[config.mk]
export PLATFORM = sky130hd
export DESIGN_NAME = fm_profile_seq
export DESIGN_NICKNAME = d
export VERILOG_FILES = /design/src/rtl/fmp_pkg.sv /design/src/rtl/fmp_cfg_latch.sv /design/src/rtl/fmp_timer.sv /design/src/rtl/fmp_interp.sv /design/src/rtl/fm_profile_seq.sv
export SDC_FILE = /design/constraint.sdc
export NUM_CORES = 1
export LEC_CHECK = 0
export BUFFER_PORTS_ARGS = -buffer_cell sky130_fd_sc_hd__buf_2
export CORE_MARGIN = 4
export CORE_UTILIZATION = 40
export CTS_CLUSTER_SIZE = 8
export DETAILED_ROUTE_END_ITERATION = 16
export HOLD_SLACK_MARGIN = 0.05
export PLACE_DENSITY = 0.62
export SYNTH_ARGS = -nofsm -noshare
export SYNTH_HDL_FRONTEND = slang
export SYNTH_SLANG_ARGS = --single-unit
[constraint.sdc]
create_clock -name clk -period 14.09 [get_ports clk]
set_clock_uncertainty 0.1 [all_clocks]
set_input_delay 2.1135 -clock clk [delete_from_list [all_inputs] [get_ports clk]]
set_output_delay 2.1135 -clock clk [all_outputs]
set_load 0.05 [all_outputs]
[src/rtl/fmp_pkg.sv]
package fmp_pkg;

    localparam int POS_W   = 16;
    localparam int START_W = 10;
    localparam int FREQ_W  = 9;
    localparam int PEAK_W  = 8;
    localparam int MODE_W  = 3;
    localparam int OFS_W   = FREQ_W + 1;
    localparam int SEG_W   = 3;

    localparam logic [MODE_W-1:0] MODE_FLAT   = 3'd1;
    localparam logic [MODE_W-1:0] MODE_TRI_UP = 3'd2;
    localparam logic [MODE_W-1:0] MODE_TRI_DN = 3'd3;
    localparam logic [MODE_W-1:0] MODE_POLY   = 3'd4;

    typedef logic signed [OFS_W-1:0] ofs_t;

    typedef struct packed {
        logic [MODE_W-1:0] mode;
        logic [POS_W-1:0]  period;
        logic [FREQ_W-1:0] center;
        logic [PEAK_W-1:0] peak;
        logic [POS_W-1:0]  pole1;
        logic [POS_W-1:0]  pole2;
        logic [POS_W-1:0]  pole3;
        logic [POS_W-1:0]  pole4;
        logic [FREQ_W-1:0] pfreq1;
        logic [FREQ_W-1:0] pfreq3;
    } shape_cfg_t;

    localparam shape_cfg_t SHAPE_DEFAULT = '{
        mode:   3'd1,
        period: 16'd8192,
        center: 9'd256,
        peak:   8'd255,
        pole1:  16'd1638,
        pole2:  16'd3276,
        pole3:  16'd4914,
        pole4:  16'd6552,
        pfreq1: 9'd128,
        pfreq3: 9'd384
    };
    localparam logic [START_W-1:0] START_DEFAULT = 10'd256;

    typedef enum logic [1:0] {PH_IDLE, PH_WAIT, PH_RUN} phase_e;

    typedef struct packed {
        logic [POS_W-1:0] endpos;
        ofs_t             target;
    } seg_t;

    typedef struct packed {
        logic             dn;
        logic [OFS_W-1:0] mag;
    } delta_t;

    function automatic ofs_t code_to_ofs(logic [FREQ_W-1:0] code);
        return ofs_t'({1'b0, code}) - ofs_t'(256);
    endfunction

    function automatic ofs_t peak_to_ofs(logic [PEAK_W-1:0] pk);
        return ofs_t'({{(OFS_W-PEAK_W){1'b0}}, pk});
    endfunction

    function automatic delta_t ofs_diff(ofs_t to_v, ofs_t from_v);
        logic signed [OFS_W:0] d;
        delta_t r;
        d = {to_v[OFS_W-1], to_v} - {from_v[OFS_W-1], from_v};
        r.dn  = d[OFS_W];
        r.mag = r.dn ? OFS_W'(-d) : OFS_W'(d);
        return r;
    endfunction

    // Breakpoint idx of the profile: where it ends and what value it reaches.
    function automatic seg_t seg_lookup(shape_cfg_t c, logic [SEG_W-1:0] idx);
        seg_t s;
        ofs_t ctr, pk, pk_a;
        ctr  = code_to_ofs(c.center);
        pk   = peak_to_ofs(c.peak);
        pk_a = (c.pfreq1 < c.center) ? pk : -pk;
        s.endpos = c.period;
        s.target = ctr;
        case (c.mode)
            MODE_TRI_UP, MODE_TRI_DN: begin
                if (idx == 3'd0) begin
                    s.endpos = c.pole1;
                    s.target = (c.mode == MODE_TRI_UP) ? pk : -pk;
                end else if (idx == 3'd1) begin
                    s.endpos = c.pole2;
                    s.target = (c.mode == MODE_TRI_UP) ? -pk : pk;
                end
            end
            MODE_POLY: begin
                case (idx)
                    3'd0: begin s.endpos = c.pole1; s.target = code_to_ofs(c.pfreq1); end
                    3'd1: begin s.endpos = c.pole2; s.target = pk_a; end
                    3'd2: begin s.endpos = c.pole3; s.target = code_to_ofs(c.pfreq3); end
                    3'd3: begin s.endpos = c.pole4; s.target = -pk_a; end
                    default: ;
                endcase
            end
            default: ;
        endcase
        return s;
    endfunction

endpackage

[src/rtl/fmp_cfg_latch.sv]
module fmp_cfg_latch
    import fmp_pkg::*;
(
    input  logic               clk,
    input  logic               rst,
    input  logic               trig,
    input  shape_cfg_t         shape_in,
    input  logic [START_W-1:0] start_in,
    output shape_cfg_t         shape_q,
    output shape_cfg_t         shape_eff,
    output logic [START_W-1:0] start_eff
);
    logic [START_W-1:0] start_q;

    always_ff @(posedge clk) begin
        if (rst) begin
            shape_q <= SHAPE_DEFAULT;
            start_q <= START_DEFAULT;
        end else if (trig) begin
            shape_q <= shape_in;
            start_q <= start_in;
        end
    end

    assign shape_eff = trig ? shape_in : shape_q;
    assign start_eff = trig ? start_in : start_q;
endmodule

[src/rtl/fmp_timer.sv]
module fmp_timer
    import fmp_pkg::*;
#(
    parameter int P_W = POS_W,
    parameter int S_W = START_W
) (
    input  logic           clk,
    input  logic           rst,
    input  logic           trig,
    input  logic [S_W-1:0] start,
    input  logic [P_W-1:0] period,
    output phase_e         phase,
    output logic [P_W-1:0] pos,
    output logic           go,
    output logic           adv,
    output logic           fin
);
    logic [S_W-1:0] wc;
    logic           last_pos;

    always_comb begin
        last_pos = (pos == period - P_W'(1));
        go  = !trig && (phase == PH_WAIT) && (wc == start - S_W'(1));
        fin = !trig && (phase == PH_RUN) && last_pos;
        adv = !trig && (phase == PH_RUN) && !last_pos;
    end

    always_ff @(posedge clk) begin
        if (rst) begin
            phase <= PH_IDLE;
            wc    <= '0;
            pos   <= '0;
        end else if (trig) begin
            phase <= PH_WAIT;
            wc    <= '0;
            pos   <= '0;
        end else if (go) begin
            phase <= PH_RUN;
            pos   <= '0;
        end else if (phase == PH_WAIT) begin
            wc <= wc + S_W'(1);
        end else if (fin) begin
            phase <= PH_IDLE;
        end else if (adv) begin
            pos <= pos + P_W'(1);
        end
    end
endmodule

[src/rtl/fmp_interp.sv]
module fmp_interp
    import fmp_pkg::*;
#(
    parameter int P_W = POS_W
) (
    input  logic           clk,
    input  logic           rst,
    input  logic           trig,
    input  shape_cfg_t     cfg,
    input  logic [P_W-1:0] pos,
    input  logic           go,
    input  logic           adv,
    input  logic           fin,
    output ofs_t           ofs
);
    localparam int ACC_W = P_W + 2;

    logic [P_W-1:0]   seg_end, seg_len, pos_nxt;
    logic [ACC_W-1:0] acc, acc_sum, len1, len2, acc_rem;
    logic [SEG_W-1:0] seg_idx;
    logic [1:0]       k;
    ofs_t             tgt, ctr, val_step;
    logic             dn;
    logic [OFS_W-1:0] dmag;
    seg_t             first_s, next_s;
    delta_t           first_d, next_d;

    always_comb begin
        ctr     = code_to_ofs(cfg.center);
        first_s = seg_lookup(cfg, '0);
        next_s  = seg_lookup(cfg, seg_idx);
        first_d = ofs_diff(first_s.target, ctr);
        next_d  = ofs_diff(next_s.target, tgt);
        pos_nxt = pos + P_W'(1);
        // stepper: up to two unit steps per cycle, valid while |delta| < 2*len
        acc_sum = acc + ACC_W'(dmag);
        len1    = ACC_W'(seg_len);
        len2    = len1 << 1;
        if (acc_sum >= len2) begin
            k = 2'd2; acc_rem = acc_sum - len2;
        end else if (acc_sum >= len1) begin
            k = 2'd1; acc_rem = acc_sum - len1;
        end else begin
            k = 2'd0; acc_rem = acc_sum;
        end
        val_step = dn ? ofs - ofs_t'(k) : ofs + ofs_t'(k);
    end

    always_ff @(posedge clk) begin
        if (rst) begin
            ofs     <= code_to_ofs(SHAPE_DEFAULT.center);
            seg_end <= '0;
            seg_len <= '0;
            seg_idx <= '0;
            tgt     <= '0;
            dn      <= 1'b0;
            dmag    <= '0;
            acc     <= '0;
        end else if (trig || fin) begin
            ofs <= ctr;
            acc <= '0;
        end else if (go) begin
            ofs     <= ctr;
            seg_end <= first_s.endpos;
            seg_len <= first_s.endpos;
            tgt     <= first_s.target;
            dn      <= first_d.dn;
            dmag    <= first_d.mag;
            acc     <= '0;
            seg_idx <= SEG_W'(1);
        end else if (adv) begin
            if (pos_nxt == seg_end) begin
                ofs     <= tgt;
                seg_end <= next_s.endpos;
                seg_len <= next_s.endpos - seg_end;
                tgt     <= next_s.target;
                dn      <= next_d.dn;
                dmag    <= next_d.mag;
                acc     <= '0;
                seg_idx <= (seg_idx == '1) ? seg_idx : seg_idx + SEG_W'(1);
            end else begin
                ofs <= val_step;
                acc <= acc_rem;
            end
        end
    end
endmodule

[src/rtl/fm_profile_seq.sv]
module fm_profile_seq
    import fmp_pkg::*;
(
    input  logic                    clk,
    input  logic                    rst,
    input  logic                    trig_i,
    input  logic [2:0]              mode_i,
    input  logic [15:0]             period_i,
    input  logic [9:0]              start_i,
    input  logic [8:0]              center_i,
    input  logic [7:0]              peak_i,
    input  logic [15:0]             pole1_i,
    input  logic [15:0]             pole2_i,
    input  logic [15:0]             pole3_i,
    input  logic [15:0]             pole4_i,
    input  logic [8:0]              pfreq1_i,
    input  logic [8:0]              pfreq3_i,
    output logic signed [9:0]       freq_ofs_o,
    output logic                    mod_active_o
);
    shape_cfg_t         shape_in, shape_q, shape_eff;
    logic [START_W-1:0] start_eff;
    phase_e             phase;
    logic [POS_W-1:0]   pos;
    logic               go, adv, fin;
    ofs_t               ofs;

    always_comb begin
        shape_in.mode   = mode_i;
        shape_in.period = period_i;
        shape_in.center = center_i;
        shape_in.peak   = peak_i;
        shape_in.pole1  = pole1_i;
        shape_in.pole2  = pole2_i;
        shape_in.pole3  = pole3_i;
        shape_in.pole4  = pole4_i;
        shape_in.pfreq1 = pfreq1_i;
        shape_in.pfreq3 = pfreq3_i;
    end

    fmp_cfg_latch u_cfg (
        .clk(clk), .rst(rst), .trig(trig_i),
        .shape_in(shape_in), .start_in(start_i),
        .shape_q(shape_q), .shape_eff(shape_eff), .start_eff(start_eff)
    );

    fmp_timer u_tmr (
        .clk(clk), .rst(rst), .trig(trig_i),
        .start(start_eff), .period(shape_eff.period),
        .phase(phase), .pos(pos), .go(go), .adv(adv), .fin(fin)
    );

    fmp_interp u_int (
        .clk(clk), .rst(rst), .trig(trig_i), .cfg(shape_eff),
        .pos(pos), .go(go), .adv(adv), .fin(fin), .ofs(ofs)
    );

    assign freq_ofs_o   = ofs;
    assign mod_active_o = (phase == PH_RUN);
endmodule

==> results.md, run 1 <==
- Finished Layout Cells: slightly above 3,000
- Final ANT Viol Nets: 0
- Grt ovf: 0
- Slew headroom: between 20% and 30%
- Die H: 223.5 um
- Critical Path End Type: flip-flop
- Final setup TNS: 0 ps
- Compound-cell area share of the yosys netlist: 22.43%
- Crit-path cells: buf_6 -> buf_4 -> mux2_2 -> inv_1 -> ha_1 -> a21o_1 -> a211oi_1 -> or3b_2 -> a21oi_1 -> a21oi_1 -> xnor2_1 -> a2111oi_0 -> a221oi_1 -> ha_1 -> nor2b_1 -> o21ai_0 -> a21oi_1 -> o41ai_1 -> xnor2_1 -> nor4b_1 -> mux2_2 -> a21oi_1 -> xnor2_1 -> o31ai_1
- Clock slew at reported path FFs: around 50 ps
- Area Growth Syn to Fin: 12.14%
- Post-Route WL: 63,760 um
- Fmax: 111.9 MHz
- CTS Root Cell: clkbuf_16
- Worst path slowest cell: a221oi_1
- Commonest non-fill, non-tap cell in the layout: dfxtp_1
- Fin nets: roughly 2,700
- Final setup vio count: 0
- Most frequent cells in the layout: 239 x dfxtp_1, 228 x nor2_1, 222 x nand2_1, 151 x o21ai_0, 140 x buf_2
- Drt first pass iters: 5
- Post-Syn Area: ~19,000 um^2
- Setup CP Type: input port to flip-flop
- Worst skew pair latency: 560 ps
- Final min period: 8936 ps
- Core ar.: roughly 46,000 um^2
- Most used cell, CP: a21oi_1
- Starting Density: about 41%
- CP Max Fanout: 73
- Synth Register Bits: 240
- Clock buffer depth: 3
- CP max stage delay: about 670 ps
- First-pass GRT wire length: 98,130 um
- Post-CTS setup repair buffer count: 0
- Rows: 78
- Syn avg cell area: 7.915 um^2
- Mux cell area share after synthesis: 10.38%
- Gpl congestion: 0.9472
- Final Max Tran Viols: 0
- Clock Sinks: 240
- Ys async rst share: 0%
- Num ports: 142
- Synth Instances: 2,346
- # placed instances: 2,993
- Syn nets: between 2,000 and 3,000
- Final worst-path cycle share: 63.42%
- DR DRC count: 0
- Antenna cell count: 0
- Initial antenna violation count: 1
- Post-Synth Adder-Cell Area: 8.032%
- PnR worst setup slack: around 5000 ps
- Total GRT Usage: roughly 25%
- CP required: 14,380 ps
- Slew @ Worst Pin: around 1200 ps
- IO buf count: 141
- CTS tree: built
- CTS H-tree lvls: 2
- Via count: 17,971
- Vias in the first global route: 16,771
- Cts bufs inserted: 37
- Primary FF master, synth: dfxtp_1
- Die footprint: 49,930 um^2
- Min-delay worst type: flip-flop to flip-flop
- Initial drt markers: 1,508
- Largest net degree at the start of global routing: 96
- Unrepaired setup endpoints after global routing: no
- Post-synthesis sequential area ratio: 25.88%
- Startpoint types: input port
- Post-layout util: between 40% and 50%
- # resized after CTS: 0
- Number of max-cap violations: 0
- Final Hold Fails: 0
- HPWL Detailed: a little under 50,000 um
- Total power: 2.049 mW
- Synth Area in XOR/XNOR: 8.585%
- Leakage power: 8.521 nW
- CP Data Arrival Time: about 9200 ps
- Post-Synth Simple-Gate Area: ~20%
- Unique masters post-synth: 87
- Combinational family with the most area after synthesis: compound AO/OA/AOI/OAI gates
- Avg Vias per Cell: 5.913
- Outcome: finished clean
- Filler cells: 4,598
- Ys Warns: 0
- EDFF count, synth: 0
- Layout cells sized above 1: between 10% and 20%
- Post-CTS Hold Buffers: 0
- Pre-CTS WS: 4683 ps
- Power Density: 98.39 nW/um^2
- Worst IR drop on VDD: 0.00009552 V
- Die span in x: 223.5 um
- DR WL/cell: 20.98 um
-- kinds of logic after synthesis --
group	Yosys count
AO/OA/AOI/OAI	629
XOR/XNOR	182
adder cells (fa/ha/maj)	115
buffers and inverters	225
flip-flops	240
multiplexers	185
AND/OR/NAND/NOR	770
-- report_power, final --
part	internal, mW	leakage [nW]	switching (mW)
logic	0.198	6.04	0.304
clock network	0.506	0.521	0.327
registers	0.704	1.96	0.00988
total	1.41	8.52	0.641
-- area by class of cell --
class / count / area, um^2 / area share (%)
Multi-Input combinational cell: 1881 / 12890 / 61.89
Sequential cell: 240 / 4806 / 23.08
Clock buffer: 41 / 970.9 / 4.663
Timing Repair Buffer: 168 / 914.6 / 4.392
Tap cell: 600 / 750.7 / 3.605
Inverter: 104 / 390.4 / 1.875
Clock inverter: 5 / 103.9 / 0.4987
-- worst paths after layout --
kind / start / end / slack [ps] / cells after the start
worst max register to register: u_int.dmag[0] / u_int.ofs[6] / 6820 / 31
worst min register to register: u_int.acc[0] / u_int.acc[0] / 360 / 2
worst max-delay path: trig_i / u_int.dmag[9] / 5150 / 24
worst min-delay path: u_int.acc[0] / u_int.acc[0] / 360 / 2
-- synthesized netlist by cell type, types with 12 or more instances --
cell type,instances,area (um^2)
a21o_1,21,157.7
mux2_2,55,619.3
nor4_1,16,100.1
nor3_1,41,205.2
buf_2,32,160.2
nand4_1,24,150.1
xor2_1,53,464.2
a22oi_1,22,165.2
nor2_1,229,859.6
clkbuf_1,81,304.0
mux2i_1,128,1281
ha_1,108,1351
o22ai_1,33,206.5
and3_1,18,112.6
o21a_1,22,165.2
nor2b_1,25,156.4
a22o_1,21,183.9
a211oi_1,14,105.1
o31ai_1,19,142.6
a221o_1,12,120.1
xnor2_1,129,1130
dfxtp_1,240,4805
nand3_1,44,220.2
nand2b_1,26,162.7
a31oi_1,37,231.5
or3_1,26,162.7
nand2_1,222,833.3
o21ai_0,153,765.7
a21oi_1,132,660.6
and2_1,44,275.3
o211ai_1,22,165.2
inv_1,102,382.9
-- stage by stage --
stage | area (um^2) | hold slack [ps]
after floorplan | 18570 | 332.6
after global placement | 19750 | 346.4
after detailed placement | 19750 | 356.3
after CTS | 20820 | 362.6
after global routing | 20820 | 385.6
final | 20820 | 364.1
-- critical path, delay by kind of cell --
family	cells	cell delay, ps
AND/OR/NAND/NOR	3	1110
XOR/XNOR	3	520
adder cells (fa/ha/maj)	2	640
multiplexers	2	820
AO/OA/AOI/OAI	11	2610
buffers and inverters	3	1320
-- sequential cells by signal, indices dropped and copies added, names as in the netlist, 16 cells and up --
signal         flops
u_cfg.shape_q    118
u_int.seg_end     16
u_tmr.pos         16
u_int.acc         18
u_int.seg_len     16
-- per-layer routing --
layer | part of all wire [%] | track usage, % | up-vias
li1 | - | - | 8644
met1 | 46 | 35.18 | 8556
met2 | 44 | 37.71 | 668
met3 | 7.8 | 4.487 | 101
met4 | 2.6 | 6.999 | 2
met5 | 0.030 | 0 | -
No activity file was read; power rests on OpenSTA's default activity.
==> inputs of run 2 (changes only) <==
--- a/config.mk
+++ b/config.mk
@@ -11,7 +11,7 @@
 export CTS_CLUSTER_SIZE = 8
 export DETAILED_ROUTE_END_ITERATION = 16
 export HOLD_SLACK_MARGIN = 0.05
-export PLACE_DENSITY = 0.62
+export PLACE_DENSITY = 0.64
 export SYNTH_ARGS = -nofsm -noshare
 export SYNTH_HDL_FRONTEND = slang
 export SYNTH_SLANG_ARGS = --single-unit
==> constraint.sdc (replaced) <==
create_clock -name clk -period 7.54 [get_ports clk]
set_clock_uncertainty 0.1 [all_clocks]
set_input_delay 1.131 -clock clk [delete_from_list [all_inputs] [get_ports clk]]
set_output_delay 1.131 -clock clk [all_outputs]
set_load 0.05 [all_outputs]
==> run 2 against run 1 <==
- flip-flop and latch count unchanged
- core utilization increased by 0.30 points
- sequential share of layout area decreased by 0.15 points
- first-iteration DRC count increased by 7.6%
- design area increased by 0.66%
- sequential power increased by 86%
- count of clock-buffer cells in the layout increased by 3
- critical path type is now flip-flop to flip-flop
==> results.md, run 2 (synthesis results as in run 1) <==
- Die H: 223.5 um (unchanged)
- Gpl congestion: 0.9645 (was 0.9472)
- Grt ovf: 0 (unchanged)
- Min-delay worst type: flip-flop to flip-flop (unchanged)
- Number of max-cap violations: 0 (unchanged)
- Avg Vias per Cell: 5.951 (was 5.913)
- Worst path slowest cell: a21boi_0 (was a221oi_1)
- Worst skew pair latency: 550 ps (was 560 ps)
- Reg2Reg Setup Slack: 580 ps (was 6820 ps)
- Commonest non-fill, non-tap cell in the layout: dfxtp_1 (unchanged)
- Switching power: 1.211 mW (was 0.6406 mW)
- IO buf count: 141 (unchanged)
- CP max stage delay: 620 ps (was 670 ps)
- Fmax: roughly 140 MHz
- Via count: 18,234 (was 17,971)
- Critical Path End Type: flip-flop (unchanged)
- Final Hold Fails: 0 (unchanged)
- Die span in x: 223.5 um (unchanged)
- Busiest grt layer: met2 (unchanged)
- CP Max Fanout: 7 (was 73)
- CP Data Arrival Time: 7290 ps (was 9230 ps)
- GR Util met1: 35.84% (was 35.18%)
- CTS tree: built (unchanged)
- Area Growth Syn to Fin: 12.88% (was 12.14%)
- Initial drt markers: 1,623 (was 1,508)
- Most frequent cells in the layout: 239 x dfxtp_1, 228 x nor2_1, 222 x nand2_1, 151 x o21ai_0, 140 x buf_2 (unchanged)
- Antenna cell count: 0 (unchanged)
- Worst setup path endpoint: u_int.ofs[6] (was u_int.dmag[9])
- Final ANT Viol Nets: 0 (unchanged)
- Rows: 78 (unchanged)
- Sequential share of power: 35.1% (was 34.8%)
- Int Pwr: 2.590 mW (was 1.408 mW)
- Sw frac: 31.86% (was 31.27%)
- Die footprint: 49,930 um^2 (unchanged)
- Combinational Power Share: 25.1% (was 24.5%)
- Worst R2R End: u_int.ofs[6] (unchanged)
- Vias in the first global route: 17,440 (was 16,771)
- Final min period: 6964 ps
- Core ar.: 45,670 um^2 (unchanged)
- Clock Sinks: 240 (unchanged)
- Initial antenna violation count: 0 (was 1)
- Met2 Use GR: 38.67% (was 37.71%)
- Post-CTS Hold Buffers: 0 (unchanged)
- Final Max Tran Viols: 0 (unchanged)
- Num ports: 142 (unchanged)
- First-pass GRT wire length: 99,820 um (was 98,130 um)
- Met3 GRT Util: 4.000% (was 4.487%)
- Post-Route WL: 64,790 um (was 63,760 um)
- Outcome: finished clean (unchanged)
- Hold_sp: u_int.acc[0] (unchanged)
- CP required: 7860 ps (was 14,380 ps)
- Unrepaired setup endpoints after global routing: no (unchanged)
- Final worst-path cycle share: 92.36%
- Worst r2r src: u_int.dmag[0] (unchanged)
- HPWL Detailed: 49,330 um (was 48,740 um)
- Layout cells sized above 1: 13.15% (was 12.34%)
- DR WL/cell: 21.14 um (was 20.98 um)
- Slew headroom: 17.08% (was 20.53%)
- Leakage power: 8.609 nW (was 8.521 nW)
- DR DRC count: 0 (unchanged)
- Post-CTS setup repair buffer count: 0 (unchanged)
- CTS H-tree lvls: 2 (unchanged)
- Setup crit start: u_int.dmag[0] (was trig_i)
- Power Density: 181.3 nW/um^2 (was 98.39 nW/um^2)
- Biggest regs: u_cfg.shape_q x118, u_int.acc x18 (unchanged)
- Final setup TNS: 0 ps (unchanged)
- Setup CP Type: flip-flop to flip-flop (was input port to flip-flop)
- Clock slew at reported path FFs: 50 ps (about the same)
- Total GRT Usage: 24.86% (was 24.54%)
- Most flops, register: u_cfg.shape_q (unchanged)
- Cts bufs inserted: 36 (was 37)
- Fin nets: 2,702 (was 2,678)
- Worst IR drop on VDD: 0.0001542 V (was 0.00009552 V)
- Clock share of power: 39.8% (was 40.7%)
- # placed instances: 3,018 (was 2,993)
- Clock buffer depth: 3 (unchanged)
- Startpoint types: flip-flop (was input port)
- Final setup vio count: 0 (unchanged)
- Finished Layout Cells: 3,064 (was 3,039)
- CTS Root Cell: clkbuf_16 (unchanged)
- Largest net degree at the start of global routing: 87 (was 96)
- Reg2reg path depth: 30 (was 31)
- Drt first pass iters: 7 (was 5)
- Largest register FFs: 118 (unchanged)
- Starting Density: 40.65% (unchanged)
- Slew @ Worst Pin: 1232 ps (was 1189 ps)
- # resized after CTS: 0 (unchanged)
==> run 2: metrics by stage <==
stage	setup WS (ps)	power, mW	cell area (um^2)	hold slack [ps]	util, %
floorplan	6.177	2.019	18600	332.6	-
global placement	401.5	2.272	19960	345.9	43.69
detailed placement	318.4	2.287	19960	354.9	43.69
CTS	682.7	3.809	20960	361.2	45.89
global route	191.0	3.956	20960	393.6	45.89
finish	576.4	3.801	20960	362.8	45.89
==> run 2: routing by layer <==
layer | vias up | part of all wire, %
met5 | - | 0
met4 | 0 | 2.4
met3 | 104 | 7.4
met2 | 749 | 44
met1 | 8696 | 46
li1 | 8685 | -
==> run 2: worst max-delay path, delay by kind of cell (launching register included) <==
| kind | cells | cell delay [ps] |
|---|---|---|
| AOI/OAI and AO/OA | 13 | 3170 |
| adders and majority gates | 5 | 1520 |
| and+or+nand+nor | 8 | 1220 |
| xor gates and xnor gates | 2 | 380 |
| DFF | 1 | 310 |
| buffers and inverters | 2 | 130 |
==> run 2: final cells by class <==
type / count / area [um^2]
Fill cell: 4578 / 24720
Multi-Input combinational cell: 1881 / 12910
Sequential cell: 240 / 4806
Timing Repair Buffer: 193 / 1102
Clock buffer: 44 / 962.2
Tap cell: 600 / 750.7
Inverter: 104 / 390.4
Clock inverter: 2 / 40.04
==> run 2: worst min path at each step <==
stage	to	depth (start not counted)	slack, ps
after floorplan	u_cfg.shape_q[7]	2	330
after global placement	u_int.acc[0]	2	350
after detailed placement	u_int.acc[0]	2	350
after CTS	u_int.acc[0]	2	360
after global routing	u_int.seg_len[8]	2	390
final	u_int.acc[0]	2	360
==> run 2: power groups by stage <==
stage               Clock (mW)  Sequential [mW]  Combinational (mW)
global placement             0             1.36               0.914
floorplan                    0             1.36               0.656
detailed placement           0             1.36               0.927
CTS                       1.54             1.33               0.933
finish                    1.51             1.33               0.953
global route              1.58             1.34                1.04
